$ cat src/rtl/sprom_pkg.sv
package sprom_pkg;

  typedef enum logic [1:0] {
    ENT_IDLE = 2'd0,
    ENT_HI1  = 2'd1,
    ENT_HI2  = 2'd2,
    ENT_PROG = 2'd3
  } ent_state_t;

  // one step of the unlock sequence; any off-pattern edge falls back to idle
  function automatic ent_state_t ent_step(ent_state_t s, logic sel_ok,
                                          logic vh, logic va);
    case (s)
      ENT_IDLE: return (sel_ok && vh) ? ENT_HI1 : ENT_IDLE;
      ENT_HI1:  return (sel_ok && vh) ? ENT_HI2 : ENT_IDLE;
      ENT_HI2:  return (sel_ok && va && !vh) ? ENT_PROG : ENT_IDLE;
      default:  return ENT_PROG;
    endcase
  endfunction

endpackage

$ cat src/rtl/sprom_entry_det.sv
module sprom_entry_det
  import sprom_pkg::*;
(
  input  logic clk,
  input  logic rst_n,
  input  logic ce_hi,
  input  logic oe_hi,
  input  logic vpp_high,
  input  logic vpp_access,
  output logic prog
);

  ent_state_t state;
  logic       sel_ok;

  assign sel_ok = ce_hi && oe_hi;
  assign prog   = (state == ENT_PROG);

  always_ff @(posedge clk or negedge rst_n) begin
    if (!rst_n) state <= ENT_IDLE;
    else        state <= ent_step(state, sel_ok, vpp_high, vpp_access);
  end

  // mode only opens on an access-level edge with both pins high
  a_r1_entry_last_step: assert property (@(posedge clk) disable iff (!rst_n)
    $rose(prog) |-> $past(vpp_access && !vpp_high && ce_hi && oe_hi));

  // mode is sticky until reset
  a_r1_mode_sticky: assert property (@(posedge clk) disable iff (!rst_n)
    prog |=> prog);

  // a wrong final step never opens the mode
  a_r2_broken_step: assert property (@(posedge clk) disable iff (!rst_n)
    (state == ENT_HI2 && !(sel_ok && vpp_access && !vpp_high)) |=> !prog);

endmodule

$ cat src/rtl/sprom_word_latch.sv
module sprom_word_latch #(
  parameter int WORD_W = 32
) (
  input  logic              clk,
  input  logic              rst_n,
  input  logic              prog,
  input  logic              ce_hi,
  input  logic              oe_hi,
  input  logic              ce_fall,
  input  logic              din,
  output logic [WORD_W-1:0] word
);

  logic shift_en;
  assign shift_en = prog && ce_hi && oe_hi;

  always_ff @(posedge clk or negedge rst_n) begin
    if (!rst_n)                word <= '1;
    else if (prog && ce_fall)  word <= '1;
    else if (shift_en)         word <= {word[WORD_W-2:0], din};
  end

  // a chip-enable fall leaves the latch cleared to ones
  a_r6_latch_cleared: assert property (@(posedge clk) disable iff (!rst_n)
    (prog && ce_fall) |=> (word == '1));

  // each shift edge takes the serial bit into the low end
  a_r3_shift_in: assert property (@(posedge clk) disable iff (!rst_n)
    shift_en |=> (word[0] == $past(din)) &&
                 (word[WORD_W-1:1] == $past(word[WORD_W-2:0])));

endmodule

$ cat src/rtl/sprom_cell_array.sv
module sprom_cell_array #(
  parameter int WORD_W = 32,
  parameter int ADDR_W = 4
) (
  input  logic                      clk,
  input  logic                      rst_n,
  input  logic                      wr_en,
  input  logic [ADDR_W-1:0]         addr,
  input  logic [WORD_W-1:0]         wdata,
  input  logic [$clog2(WORD_W)-1:0] bit_idx,
  output logic                      rd_bit
);

  localparam int DEPTH = 1 << ADDR_W;
  localparam int BIT_W = $clog2(WORD_W);

  // EPROM rule: a burn can only pull bits low
  function automatic logic [WORD_W-1:0] burn(logic [WORD_W-1:0] old_w,
                                             logic [WORD_W-1:0] new_w);
    return old_w & new_w;
  endfunction

  // serial readout is most significant bit first
  function automatic logic pick_bit(logic [WORD_W-1:0] w, logic [BIT_W-1:0] k);
    return w[BIT_W'(WORD_W - 1) - k];
  endfunction

  logic [WORD_W-1:0] mem [DEPTH];

  // cells leave the factory erased; contents survive the power-down reset
  initial begin
    for (int i = 0; i < DEPTH; i++) mem[i] = '1;
  end

  always_ff @(posedge clk) begin
    if (wr_en) mem[addr] <= burn(mem[addr], wdata);
  end

  assign rd_bit = pick_bit(mem[addr], bit_idx);

  // a burn never sets a bit that was clear
  a_r7_only_clears: assert property (@(posedge clk) disable iff (!rst_n)
    wr_en |=> ((mem[$past(addr)] & ~$past(mem[addr])) == '0));

endmodule

$ cat src/rtl/sprom_prog_if.sv
module sprom_prog_if #(
  parameter int WORD_W = 32,
  parameter int ADDR_W = 4
) (
  input  logic clk,
  input  logic rst_n,
  input  logic ce_n,
  input  logic oe,
  input  logic vpp_high,
  input  logic vpp_access,
  input  logic pol_hi,
  input  logic data_in,
  output logic data_out,
  output logic data_oe,
  output logic prog_mode,
  output logic chain_out
);

  localparam int BIT_W = $clog2(WORD_W);
  localparam logic [BIT_W-1:0] BIT_LAST = BIT_W'(WORD_W - 1);

  logic              prog;
  logic              ce_q, vh_q;
  logic              ce_fall, strobe, shift_out, addr_step;
  logic [ADDR_W-1:0] addr;
  logic [BIT_W-1:0]  bitc;
  logic [WORD_W-1:0] latch_w;
  logic              rd_bit;

  // named events for the assertions
  assign ce_fall   = ce_q && !ce_n;
  assign strobe    = prog && vpp_high && !vh_q;
  assign shift_out = prog && !ce_n && oe;
  assign addr_step = prog && ce_n && !oe;

  sprom_entry_det u_entry (
    .clk(clk), .rst_n(rst_n), .ce_hi(ce_n), .oe_hi(oe),
    .vpp_high(vpp_high), .vpp_access(vpp_access), .prog(prog)
  );

  sprom_word_latch #(.WORD_W(WORD_W)) u_latch (
    .clk(clk), .rst_n(rst_n), .prog(prog), .ce_hi(ce_n), .oe_hi(oe),
    .ce_fall(ce_fall), .din(data_in), .word(latch_w)
  );

  sprom_cell_array #(.WORD_W(WORD_W), .ADDR_W(ADDR_W)) u_array (
    .clk(clk), .rst_n(rst_n), .wr_en(strobe), .addr(addr),
    .wdata(latch_w), .bit_idx(bitc), .rd_bit(rd_bit)
  );

  always_ff @(posedge clk or negedge rst_n) begin
    if (!rst_n) begin
      ce_q <= 1'b1;
      vh_q <= 1'b0;
    end else begin
      ce_q <= ce_n;
      vh_q <= vpp_high;
    end
  end

  always_ff @(posedge clk or negedge rst_n) begin
    if (!rst_n)         addr <= '0;
    else if (addr_step) addr <= addr + 1'b1;
  end

  always_ff @(posedge clk or negedge rst_n) begin
    if (!rst_n)                bitc <= '0;
    else if (prog && ce_fall)  bitc <= '0;
    else if (shift_out)        bitc <= (bitc == BIT_LAST) ? '0 : bitc + 1'b1;
  end

  assign data_oe   = shift_out;
  assign data_out  = shift_out ? rd_bit : 1'b0;
  assign prog_mode = prog;
  assign chain_out = prog ? pol_hi : 1'b1;

  // address steps by one, wrapping
  a_r5_addr_step: assert property (@(posedge clk) disable iff (!rst_n)
    addr_step |=> (addr == ADDR_W'($past(addr) + 1'b1)));

  // readout only drives inside programming mode
  a_r4_drive_in_mode: assert property (@(posedge clk) disable iff (!rst_n)
    data_oe |-> prog);

  // readout restarts at the top bit after a chip-enable fall
  a_r6_bit_restart: assert property (@(posedge clk) disable iff (!rst_n)
    (prog && ce_fall) |=> (bitc == '0));

  // cascade output idles high outside the mode
  a_r8_chain_idle: assert property (@(posedge clk) disable iff (!rst_n)
    !prog |-> chain_out);

endmodule

$ cat config.mk
export PLATFORM = sky130hd
export DESIGN_NAME = sprom_prog_if
export DESIGN_NICKNAME = d
export VERILOG_FILES = /design/src/rtl/sprom_pkg.sv /design/src/rtl/sprom_entry_det.sv /design/src/rtl/sprom_word_latch.sv /design/src/rtl/sprom_cell_array.sv /design/src/rtl/sprom_prog_if.sv
export SDC_FILE = /design/constraint.sdc
export NUM_CORES = 1
export LEC_CHECK = 0
export BUFFER_PORTS_ARGS = -buffer_cell sky130_fd_sc_hd__buf_4
export CAP_MARGIN = 15
export CELL_PAD_IN_SITES_DETAIL_PLACEMENT = 1
export CELL_PAD_IN_SITES_GLOBAL_PLACEMENT = 2
export CORE_ASPECT_RATIO = 0.5
export CORE_MARGIN = 4
export CORE_UTILIZATION = 45
export DETAILED_ROUTE_END_ITERATION = 8
export PLACE_DENSITY = 0.88
export REMOVE_ABC_BUFFERS = 1
export SETUP_SLACK_MARGIN = 0.4
export SKIP_LAST_GASP = 1
export SYNTH_ARGS = -nofsm -noshare
export SYNTH_HDL_FRONTEND = slang
export SYNTH_SLANG_ARGS = --single-unit
$ cat constraint.sdc
create_clock -name clk -period 3.75 [get_ports clk]
set_input_delay 0.1875 -clock clk [delete_from_list [all_inputs] [get_ports clk]]
set_output_delay 0.1875 -clock clk [all_outputs]
set_load 0.01 [all_outputs]
# Word-level counts from Yosys, hierarchy flattened
# Memories as Yosys holds them, arrays and structs flattened.
# Index checks and enable logic that the tools add are counted.
# Widths: inputs -> output; s select.
classes:
  n_addsub: 3
  multipliers: 0
  div: 0
  magnitude_cmp: 1
  eq_ne: 4
  n_shift: 0
  muxes: 15
  bitwise: 1
  n_reduce_logical: 20
ops:
  columns: ["operator", "n"]
  rows:
  - ["$mux 32", 2]
  - ["$and 32x32->32", 1]
  - ["$mux 5", 3]
  - ["$logic_and 1x1->1", 13]
  - ["$lt 5x6->1 const B", 1]
  - ["$mux 1", 6]
  - ["$pmux 2 s3", 1]
  - ["$add 5x1->5 const B", 1]
  - ["$bmux 1 s5", 1]
  - ["$eq 5x5->1 const B", 1]
  - ["$sub 5x5->5 const A", 1]
  - ["$add 4x1->4 const B", 1]
  - ["$eq 2x2->1 const B", 2]
  - ["$logic_not 1->1", 4]
  - ["$mux 2", 2]
  - ["$reduce_bool 2->1", 2]
  - ["$eq 2x1->1 const B", 1]
  - ["$logic_not 2->1", 1]
word_totals:
  register_bits: 45
  latch_bits: 0
  ramBits: 512
  mem_bits_ro: 0
  n_memories: 1
memory_table:
  columns: ["memory", "depth", "width", "rd", "rd_clocked_by_memory_dff", "write_ports", "line_no", "source"]
  rows:
  - ["u_array.mem", 16, 32, 1, 0, 1, "sprom_cell_array.sv:28", "logic [WORD_W-1:0] mem [DEPTH];"]

# Logic depth before layout (Yosys ltp)
# Gate-level depths: netlist (run 1).
depth:
  ltp_word: 5
  ltp_mapped: 12

# Modules after synthesis
# From an unflattened synthesis (run 1), not the netlist that was laid out.
unflattened:
  cells_unflattened: 1219
  hier_area_um2: 22853.2
by_module_without_submodules:
  columns: ["mod", "n_inst", "cells_per_inst", "area_each_um2", "seq_area_each_um2"]
  rows:
  - ["sprom_cell_array", 1, 973, 20298.2, 15374.7]
  - ["sprom_word_latch", 1, 183, 1896.8, 840.8]
  - ["sprom_prog_if", 1, 54, 561.8, 276.5]
  - ["sprom_entry_det", 1, 9, 96.3, 50.0]

# Least setup slack after synthesis (run 1)
# No wires, ideal clock.
synth_timing:
  path_type: "reg-to-reg"
  start: "reg addr[0]"
  end: "mem u_array.mem[2][0] (enable)"
  setup_time_ps: 461
  arrival_time_ps: 3632
  setup_slack_ps: -343
  path_stages_with_launch: 9
  n_path_buf: 4
  period_less_slack_ps: 4093
  cell_sequence: "dfrtp_1 buf_6 buf_8 buf_6 inv_2 buf_4 ha_1 nand2_1 nor3_1"
synth_rtl:
  columns: ["element", "line_no", "source"]
  rows:
  - ["start: declaration", "sprom_prog_if.sv:25", "logic [ADDR_W-1:0] addr;"]
  - ["start signal: assignment", "sprom_prog_if.sv:63", "else if (addr_step) addr <= addr + 1'b1;"]
  - ["end: declaration", "sprom_cell_array.sv:28", null]
# Straight into the memory's write port.

# Final worst setup path (run 1)
layout_timing:
  start: "reg addr[1]"
  end: "out data_out"
layout_via:
  elab_chain_cells: 4
layout_rtl:
  columns: ["element", "line_no", "source"]
  rows:
  - ["$mem_v2 16x32", null, null]
  - ["$bmux 1 s5", "sprom_cell_array.sv:25", "return w[BIT_W'(WORD_W - 1) - k];"]
  - ["$mux 1 (not written as such)", "sprom_cell_array.sv:25", null]
  - ["$mux 1", "sprom_prog_if.sv:73", "assign data_out = shift_out ? rd_bit : 1'b0;"]
  - ["end: declaration", "sprom_prog_if.sv:13", "output logic data_out,"]
# No other way between the ends. The select of a mux whose other input is x is not followed.

==> reports/summary.txt, run 1 <==
GRT Overall Usage -> 23.20%
GRT overflow -> 0
DIE HEIGHT -> 166.2 um
RSZ-0062 raised after global routing -> yes
Psw -> 2.587 mW
Placement Rows -> 57
Synth Warn # -> 0
Post-route ant nets -> 0
Routed via count -> 12,490
Hold path cells -> 4
Setup slack, reg-to-reg -> 450 ps
Sw Ratio -> 20.76%
Min-delay src -> vpp_access
Dpl cells -> 1,869
Area occupied by multi-input gates -> 5772 um^2
Setup violations, final -> 0
Pwr per Cell Area -> 476.5 nW/um^2
Initial antenna violation count -> 1
Worst slew pin tran -> 1257 ps
Top cell type's share of synthesized area -> 68.27%
Xor/xnor share of the synthesized area -> 0.1167%
Mux share of post-synthesis cell area -> 15.10%
Total power draw -> 12.46 mW
Reg2Reg Launch Point -> addr[1]
Post-Route Skew -> 15.06 ps
Port Buffers -> 11
Fill count -> 4,302
Fin. max-slew vios -> 0
Complex-gate fraction of the synthesized area -> 3.534%
Worst r2r path cells -> 7
Die width -> 324.4 um
Post-synth cell types -> 56
Combinational share of power -> 4.7%
Top cells by count, synth -> 512 x edfxtp_1, 135 x nand2_1, 107 x mux4_2
Max VDD drop -> 276.8 uV
Endpoint type of the worst setup path -> output port
Tightest Hold Check Type -> in -> reg
Post-Synth Adder-Cell Area -> 0.3334%
Fin cells -> 1,992
Gpl congestion -> 0.8607
TritonCTS clock tree -> built
H-tree levels -> 2
Clock Latency Late Sink -> 590 ps
First-pass GRT wire length -> 91,600 um
Full die area -> 53,910 um^2
Largest family of logic cells by synthesized area -> multiplexers
HPWL Detailed -> 35,560 um
Tcrit/Tclk final -> 94.53%
Post-synth EDFFs -> 512
Seq pwr share -> 54.4%
Ys async rst share -> 8.079%
Vias per cell -> 6.269
Leakage power -> 9.504 nW
CP top delay family -> multiplexers
Yosys reg bits -> 557
Max Clk Rate -> 0.2821 GHz
Max clock buf depth -> 3
Dominant synthesized flop cell -> edfxtp_1
Max-cap violations -> 0
# IOs -> 12
Crit path arrival time -> 3360 ps
Crit-path max FO -> 9
Worst setup path class -> reg -> out
DR pass1 iterations -> 5
Clk network pwr share -> 40.9%
Status -> finished clean
Relative slew margins -> 16.02%
Vias in the first global route -> 13,290
Initial DRC Count -> 1,329
Minimum clock period -> 3545 ps
Initial core utilization -> 45.96%
Final hold violations -> 0
CTS Sinks -> 557
Crit path top cell by count -> mux4_2
Cell taking the most area after synthesis -> edfxtp_1
Most numerous cell in the Yosys netlist -> edfxtp_1
Clock-pin transition on the worst setup and hold timing paths -> 70 ps
Final nets -> 1,316
Wire length per cell -> 31.51 um
Num CTS Buffers -> 49
Critical Path, Cell by Cell -> buf_12 -> buf_16 -> mux4_2 -> mux2i_1 -> mux4_2 -> o22ai_4 -> o31ai_2 -> o211ai_1 -> buf_4
Layout cells sized above 1 -> 30.16%
DRC viols -> 0
Simple-gate share of the synthesized area -> 5.128%
Largest net degree at the start of global routing -> 46
N_diodes -> 0
Critical Path Source -> addr[1]
Register area share after synthesis -> 73.45%
Top post-synthesis cells by area -> edfxtp_1 68%, mux4_2 11%, dfstp_2 3.9%, mux2i_1 2.4%, nand2_1 2.3%
Buf/Inv on CP -> 3
Core ar. -> 49,000 um^2
Critical Path Stages -> 9
Fin util -> 53.37%
Area delta synth->final -> 16.11%
Clk root buf -> clkbuf_16
Worst setup SP type -> register
Syn_area_per_cell -> 18.66 um^2
Register area -> 16,550 um^2
Critical Path RT -> 3560 ps
DRT Wirelength -> 62,770 um
Mapped Cells -> 1,207
Crit path largest cell delay -> 560 ps
Synthesized area -> 22,520 um^2
Pint -> 9.874 mW
CP max stage cell -> dfrtp_4
registers in the layout, summed over array words and instances, names as in the netlist:
register and count:
bitc 5, u_entry.state 2, u_array.mem 512, ce_q 1, u_latch.word 32, vh_q 1
addr 4
worst paths after layout:
path / to
min in group asynchronous: addr[3]
setup / recovery: data_out
hold / removal: u_entry.state[1]
hold reg to reg: u_latch.word[19]
setup reg to reg: u_array.mem[9][26]
max in group asynchronous: addr[1]
per-stage QoR:
| stage | hold WS (ps) | TNS (ps) | setup slack [ps] | area (um^2) |
|---|---|---|---|---|
| floorplan | -108.1 | -2279470 | -3597 | 22060 |
| global placement | 273.0 | 0 | 442.7 | 23730 |
| detailed placement | 293.8 | 0 | 375.1 | 23730 |
| CTS | 107.1 | 0 | 292.0 | 26000 |
| global route | 183.5 | 0 | 154.2 | 26150 |
| finish | 125.2 | 0 | 205.1 | 26150 |
timing repair:
item	4_1_cts	5_1_grt
setup endpoints to repair	12	1
hold buffers	5	0
gates cloned	6	2
buffers inserted	16	2
resized for setup	53	20
endpoints found under the hold margin	17	0
pin swaps	9	11
layout make-up:
type | instances | share of cell area (%)
Sequential cell | 557 | 63.31
Multi-Input combinational cell | 565 | 22.07
Clock buffer | 69 | 5.407
Timing Repair Buffer | 112 | 5.096
Tap cell | 649 | 3.105
Clock inverter | 23 | 0.7560
Inverter | 17 | 0.2536
placed cells by master, fill, tap and decap left out, types with 13 or more instances in the layout:
| cell type | count |
|---|---|
| nand3_1 | 40 |
| nor2_1 | 25 |
| o211a_1 | 13 |
| a22oi_1 | 13 |
| clkbuf_16 | 53 |
| mux4_2 | 108 |
| inv_1 | 15 |
| mux2i_1 | 48 |
| dfstp_2 | 33 |
| o21ai_0 | 13 |
| clkinv_2 | 16 |
| buf_4 | 74 |
| nand2_1 | 133 |
| edfxtp_1 | 512 |
power groups by stage:
stage	logic, mW	clock network (mW)	registers, mW
3_3_place_gp	0.419	0	6.92
2_1_floorplan	0.278	0	6.95
6_report	0.586	5.10	6.77
3_5_place_dp	0.442	0	6.93
4_1_cts	0.561	5.13	6.77
5_1_grt	0.618	5.47	6.77
cells by family after synthesis:
logic type      after synthesis
xor+xnor                      3
compound gates              109
mux                         185
simple gates                262
fa+ha+maj                     6
buf+inv                      85
flops                       557
worst reg2reg max path, delay by kind of cell (launching register included):
| family | cells | cell delay, ps |
|---|---|---|
| fa+ha+maj | 1 | 260 |
| flops | 1 | 560 |
| buf+inv | 4 | 970 |
| simple gates | 2 | 1220 |
layer usage:
| layer | share of wire, % | GRT usage (%) | vias up |
|---|---|---|---|
| li1 | - | - | 5025 |
| met1 | 38 | 30.25 | 6568 |
| met2 | 48 | 37.84 | 709 |
| met3 | 8.9 | 5.129 | 184 |
| met4 | 4.4 | 10.28 | 2 |
| met5 | 0.019 | 0 | - |
(Power assumes the default switching activity.)
==> inputs of run 2 (changes only) <==
--- a/config.mk
+++ b/config.mk
@@ -10,7 +10,7 @@
 export CELL_PAD_IN_SITES_DETAIL_PLACEMENT = 1
 export CELL_PAD_IN_SITES_GLOBAL_PLACEMENT = 2
 export CORE_ASPECT_RATIO = 0.5
-export CORE_MARGIN = 4
+export CORE_MARGIN = 10
 export CORE_UTILIZATION = 45
 export DETAILED_ROUTE_END_ITERATION = 8
 export PLACE_DENSITY = 0.88
==> reports/summary.txt, run 2 (synthesis results as in run 1) <==
Status -> finished clean
CTS Sinks -> 557
Most common cell after layout, fill and taps aside -> edfxtp_1
Crit path top cell by count -> o211ai_1
Leakage power -> 9.403 nW
Layout cells sized above 1 -> 29.46%
Tightest Hold Check Type -> in -> reg
Max VDD drop -> 331.4 uV
Die width -> 336.4 um
Post-Route Skew -> 18.92 ps
Vias in the first global route -> 13,440
GRT Overall Usage -> 20.82%
Num CTS Buffers -> 50
Port Buffers -> 11
Worst setup path class -> reg -> out
Reg2Reg Launch Point -> u_entry.state[0]
Fin. max-slew vios -> 0
Crit-path max FO -> 5
Crit path arrival time -> 3290 ps
Metal3 WL -> 5905 um
Register area -> 16,560 um^2
TritonCTS clock tree -> built
Vias per cell -> 6.309
Max FFs per register -> 512
Placement Rows -> 57
Wire length per cell -> 31.43 um
Post-route ant nets -> 0
Endpoint type of the worst setup path -> output port
CP max stage cell -> mux4_2
Critical Path RT -> 3560 ps
Initial antenna violation count -> 1
Initial core utilization -> 45.96%
Most frequent cells in the layout -> 512 x edfxtp_1, 134 x nand2_1, 107 x mux4_2
Top sig layer -> met5
Minimum clock period -> 3476 ps
Worst reg2reg endpoint -> u_array.mem[1][31]
Tcrit/Tclk final -> 92.70%
H-tree levels -> 2
Worst r2r path cells -> 5
DRC viols -> 0
Fin util -> 53.10%
Setup slack, reg-to-reg -> 880 ps
Clock Latency Late Sink -> 590 ps
HPWL Detailed -> 35,570 um
Final hold violations -> 0
Fill count -> 4,313
Worst setup SP type -> register
Largest Register -> u_array.mem
Metal1 wirelength -> 24,500 um
Routed via count -> 12,570
GRT overflow -> 0
RSZ-0062 raised after global routing -> yes
Largest registers -> u_array.mem: 512 flops, u_latch.word: 32 flops, bitc: 5 flops
First-pass GRT wire length -> 91,430 um
Hold path endpoint -> u_entry.state[1]
# IOs -> 12
Max-cap violations -> 0
N_diodes -> 0
Metal2 WL -> 29,900 um
Pwr per Cell Area -> 472.6 nW/um^2
Area occupied by multi-input gates -> 5792 um^2
DRT Wirelength -> 62,630 um
Largest net degree at the start of global routing -> 50
DIE HEIGHT -> 178.2 um
Final instance area -> 26,020 um^2
Relative slew margins -> 38.12%
Area delta synth->final -> 15.53%
Initial DRC Count -> 1,552
Max clock buf depth -> 3
Cell area after placement -> 23,750 um^2
Crit path largest cell delay -> 500 ps
Hold path cells -> 4
Worst slew pin tran -> 926.1 ps
Full die area -> 59,940 um^2
Critical Path, Cell by Cell -> buf_12 -> buf_6 -> mux4_2 -> nor2_1 -> a221oi_1 -> o211ai_1 -> o311ai_2 -> o2111ai_2 -> o211ai_1 -> buf_4
Setup violations, final -> 0
Core ar. -> 49,000 um^2
Gpl congestion -> 0.8425
Clock-pin transition on the worst setup and hold timing paths -> 70 ps
Clk root buf -> clkbuf_16
Max Clk Rate -> 0.2877 GHz
Min-delay src -> vpp_access
DR pass1 iterations -> 5
Final nets -> 1,320
[run 2: cell types whose count changed in the layout (fill, tap and decap cells not counted), sizes merged]
cell      before  now
buf          101  109
clkbuf        71   67
bufbuf         4    1
clkinvlp       2    1
inv           17   18
[run 2: worst max-delay path, delay by kind of cell, from the launching register on]
kind | cells | cell delay (ps)
AOI/OAI and AO/OA | 5 | 1130
muxes | 1 | 500
DFF | 1 | 470
buffers and inverters | 3 | 490
and+or+nand+nor | 1 | 110
[run 2: layout make-up]
cell class	count	area share (%)
clock inverter	23	0.7358
clock buffer	67	5.136
inverter	17	0.2549
tap	649	3.121
timing repair buffer	115	4.862
sequential	557	63.63
multi-input combinational	565	22.26
[run 2: power breakdown]
part	internal (mW)	switching (mW)	total, mW
logic	0.260	0.302	0.562
registers	6.75	0.0268	6.78
clock network	2.71	2.25	4.96
[run 2: per-layer routing]
| layer | vias to the layer above | GRT usage [%] |
|---|---|---|
| li1 | 5043 | - |
| met1 | 6654 | 26.97 |
| met2 | 707 | 33.80 |
| met3 | 165 | 5.491 |
| met4 | 4 | 7.386 |
| met5 | - | 0.6541 |
[run 2: worst max-delay path by stage]
stage                     startpoint                end  cells past startpoint
final                        addr[0]           data_out                     10
after CTS                    addr[0]           data_out                     10
after detailed placement     addr[1]           data_out                      9
after floorplan              addr[1]  u_array.mem[3][0]                      3
after global routing         addr[0]           data_out                     10
after global placement       addr[1]           data_out                      9
[run 2: repair_timing]
item                                    CTS  global route
hold buffers                              5             0
cloned                                    3             0
resized for setup                        54            19
setup buffers                            18             1
endpoints found under the setup margin    1             1
pin swaps                                10             6
endpoints found under the hold margin    17             0
[run 2: through the flow]
| stage | hold slack [ps] | std cells | setup TNS, ps | power [mW] | setup slack (ps) |
|---|---|---|---|---|---|
| 2_1_floorplan | -108.1 | 1139 | -2279470 | 7.229 | -3597 |
| 3_3_place_gp | 270.2 | 1875 | 0 | 7.340 | 249.2 |
| 3_5_place_dp | 281.1 | 1875 | 0 | 7.360 | 233.9 |
| 4_1_cts | 155.3 | 1991 | 0 | 12.31 | 304.5 |
| 5_1_grt | 179.2 | 1993 | 0 | 12.62 | 167.0 |
| 6_report | 191.6 | 1993 | 0 | 12.30 | 273.6 |
==> inputs of run 3 (changes only) <==
--- a/config.mk
+++ b/config.mk
@@ -15,7 +15,7 @@
 export DETAILED_ROUTE_END_ITERATION = 8
 export PLACE_DENSITY = 0.88
 export REMOVE_ABC_BUFFERS = 1
-export SETUP_SLACK_MARGIN = 0.4
+export SETUP_SLACK_MARGIN = 0.3
 export SKIP_LAST_GASP = 1
 export SYNTH_ARGS = -nofsm -noshare
 export SYNTH_HDL_FRONTEND = slang
==> reports/summary.txt, run 3 (synthesis results as in run 1) <==
Most common cell after layout, fill and taps aside -> edfxtp_1
Final instance area -> 26,030 um^2
Vias per cell -> 6.306
Worst slew pin tran -> 935.8 ps
TritonCTS clock tree -> built
Minimum clock period -> 3502 ps
Post-route ant nets -> 0
Critical Path, Cell by Cell -> buf_12 -> buf_12 -> buf_16 -> mux4_2 -> nor2_1 -> a221oi_2 -> mux2i_1 -> a211oi_2 -> o2111ai_2 -> o211ai_1 -> buf_4
Max Clk Rate -> 0.2856 GHz
Crit path arrival time -> 3310 ps
Max-cap violations -> 0
Metal2 WL -> 30,120 um
Initial antenna violation count -> 2
DIE HEIGHT -> 178.2 um
First-pass GRT wire length -> 91,180 um
GRT overflow -> 0
Clk root buf -> clkbuf_16
Psw -> 2.579 mW
GRT Overall Usage -> 20.77%
Hold Slack -> 197.2 ps
Most frequent cells in the layout -> 512 x edfxtp_1, 134 x nand2_1, 107 x mux4_2
Sum of negative setup slack -> 0 ps
Core ar. -> 49,000 um^2
Max clock buf depth -> 3
Final nets -> 1,321
Crit-path max FO -> 19
Setup violations, final -> 0
Num CTS Buffers -> 50
Layout cells sized above 1 -> 29.52%
Initial core utilization -> 45.96%
CTS Sinks -> 557
Sw Ratio -> 20.96%
Fill count -> 4,307
HPWL Detailed -> 35,570 um
Combinational share of power -> 4.6%
RSZ-0062 raised after global routing -> yes
Largest net degree at the start of global routing -> 50
Clock-pin transition on the worst setup and hold timing paths -> 70 ps
# IOs -> 12
Total power draw -> 12.30 mW
Crit path largest cell delay -> 530 ps
Largest registers -> u_array.mem: 512 flops, u_latch.word: 32 flops, bitc: 5 flops
CP max stage cell -> dfrtp_4
Critical Path RT -> 3560 ps
Largest Register -> u_array.mem
Seq pwr share -> 55.1%
Relative slew margins -> 37.47%
Gpl congestion -> 0.8425
Area occupied by multi-input gates -> 5776 um^2
DR pass1 iterations -> 5
Endpoint type of the worst setup path -> output port
Cell area after placement -> 23,750 um^2
Top sig layer -> met5
Tightest Hold Check Type -> in -> reg
Leakage power -> 9.416 nW
Dpl cells -> 1,875
DRC viols -> 0
Metal3 WL -> 6147 um
Max VDD drop -> 331.1 uV
Final hold violations -> 0
Wire length per cell -> 31.31 um
Area delta synth->final -> 15.56%
Full die area -> 59,940 um^2
H-tree levels -> 2
DRT Wirelength -> 62,470 um
Buf/Inv on CP -> 4
Tcrit/Tclk final -> 93.38%
Initial DRC Count -> 1,467
Clock Latency Late Sink -> 590 ps
Fin cells -> 1,995
Vias in the first global route -> 13,440
Die width -> 336.4 um
Metal1 wirelength -> 23,980 um
Port Buffers -> 11
Routed via count -> 12,580
Post-Route Skew -> 17.58 ps
Placement Rows -> 57
CP top delay family -> compound AO/OA/AOI/OAI gates
Crit path top cell by count -> buf_12
Fin. max-slew vios -> 0
Register area -> 16,560 um^2
Pint -> 9.723 mW
Worst setup path class -> reg -> out
Max FFs per register -> 512
Status -> finished clean
Worst setup SP type -> register
Pwr per Cell Area -> 472.7 nW/um^2
Clk network pwr share -> 40.3%
==> run 3: power by group through the flow <==
| stage | combinational, mW | clock, mW | sequential, mW |
|---|---|---|---|
| CTS | 0.543 | 4.99 | 6.78 |
| floorplan | 0.278 | 0 | 6.95 |
| global placement | 0.410 | 0 | 6.93 |
| detailed placement | 0.428 | 0 | 6.93 |
| global route | 0.596 | 5.25 | 6.78 |
| finish | 0.563 | 4.96 | 6.78 |
==> run 3: path summary, 6_finish.rpt <==
path / startpoint / to / slack [ps] / cells past startpoint
hold / removal: vpp_access / u_entry.state[1] / 200 / 4
max in group asynchronous: rst_n / addr[1] / 2910 / 2
min in group asynchronous: rst_n / bitc[2] / 270 / 2
setup / recovery: addr[1] / data_out / 250 / 11
hold reg to reg: u_latch.word[0] / u_latch.word[0] / 500 / 2
setup reg to reg: u_entry.state[0] / u_array.mem[1][31] / 870 / 5
==> run 3: cell type report <==
type / instances / share of cell area [%]
multi-input cells: 565 / 22.19
clock inverters: 23 / 0.7356
repair buffers: 116 / 4.937
well taps: 649 / 3.120
clock buffers: 67 / 5.135
diodes: 1 / 0.009615
inverters: 17 / 0.2548
flip-flops and latches: 557 / 63.62
==> run 3: per-layer routing <==
layer | vias to the layer above | GRT usage [%]
li1 | 5045 | -
met3 | 156 | 5.274
met2 | 677 | 33.79
met4 | 4 | 7.753
met5 | - | 0.6541
met1 | 6699 | 26.83
==> run 3: metrics by stage <==
step | utilization (%) | setup WS [ps]
floorplan | - | -3597
global placement | 48.47 | 249.2
detailed placement | 48.47 | 233.9
CTS | 52.78 | 300.0
global route | 53.11 | 181.1
finish | 53.12 | 248.2
==> run 3: timing repair <==
item,CTS,global route
setup endpoints to repair,1,1
setup buffers,18,2
cloned,3,0
gates resized for setup,47,24
hold buffers,5,0
pin swaps,8,7
hold endpoints to repair,17,0
==> run 3: worst min-delay path: stages <==
cell and delay [ps]:
buf_4 80, nor3b_1 210, o21ai_0 160, o21ai_0 100
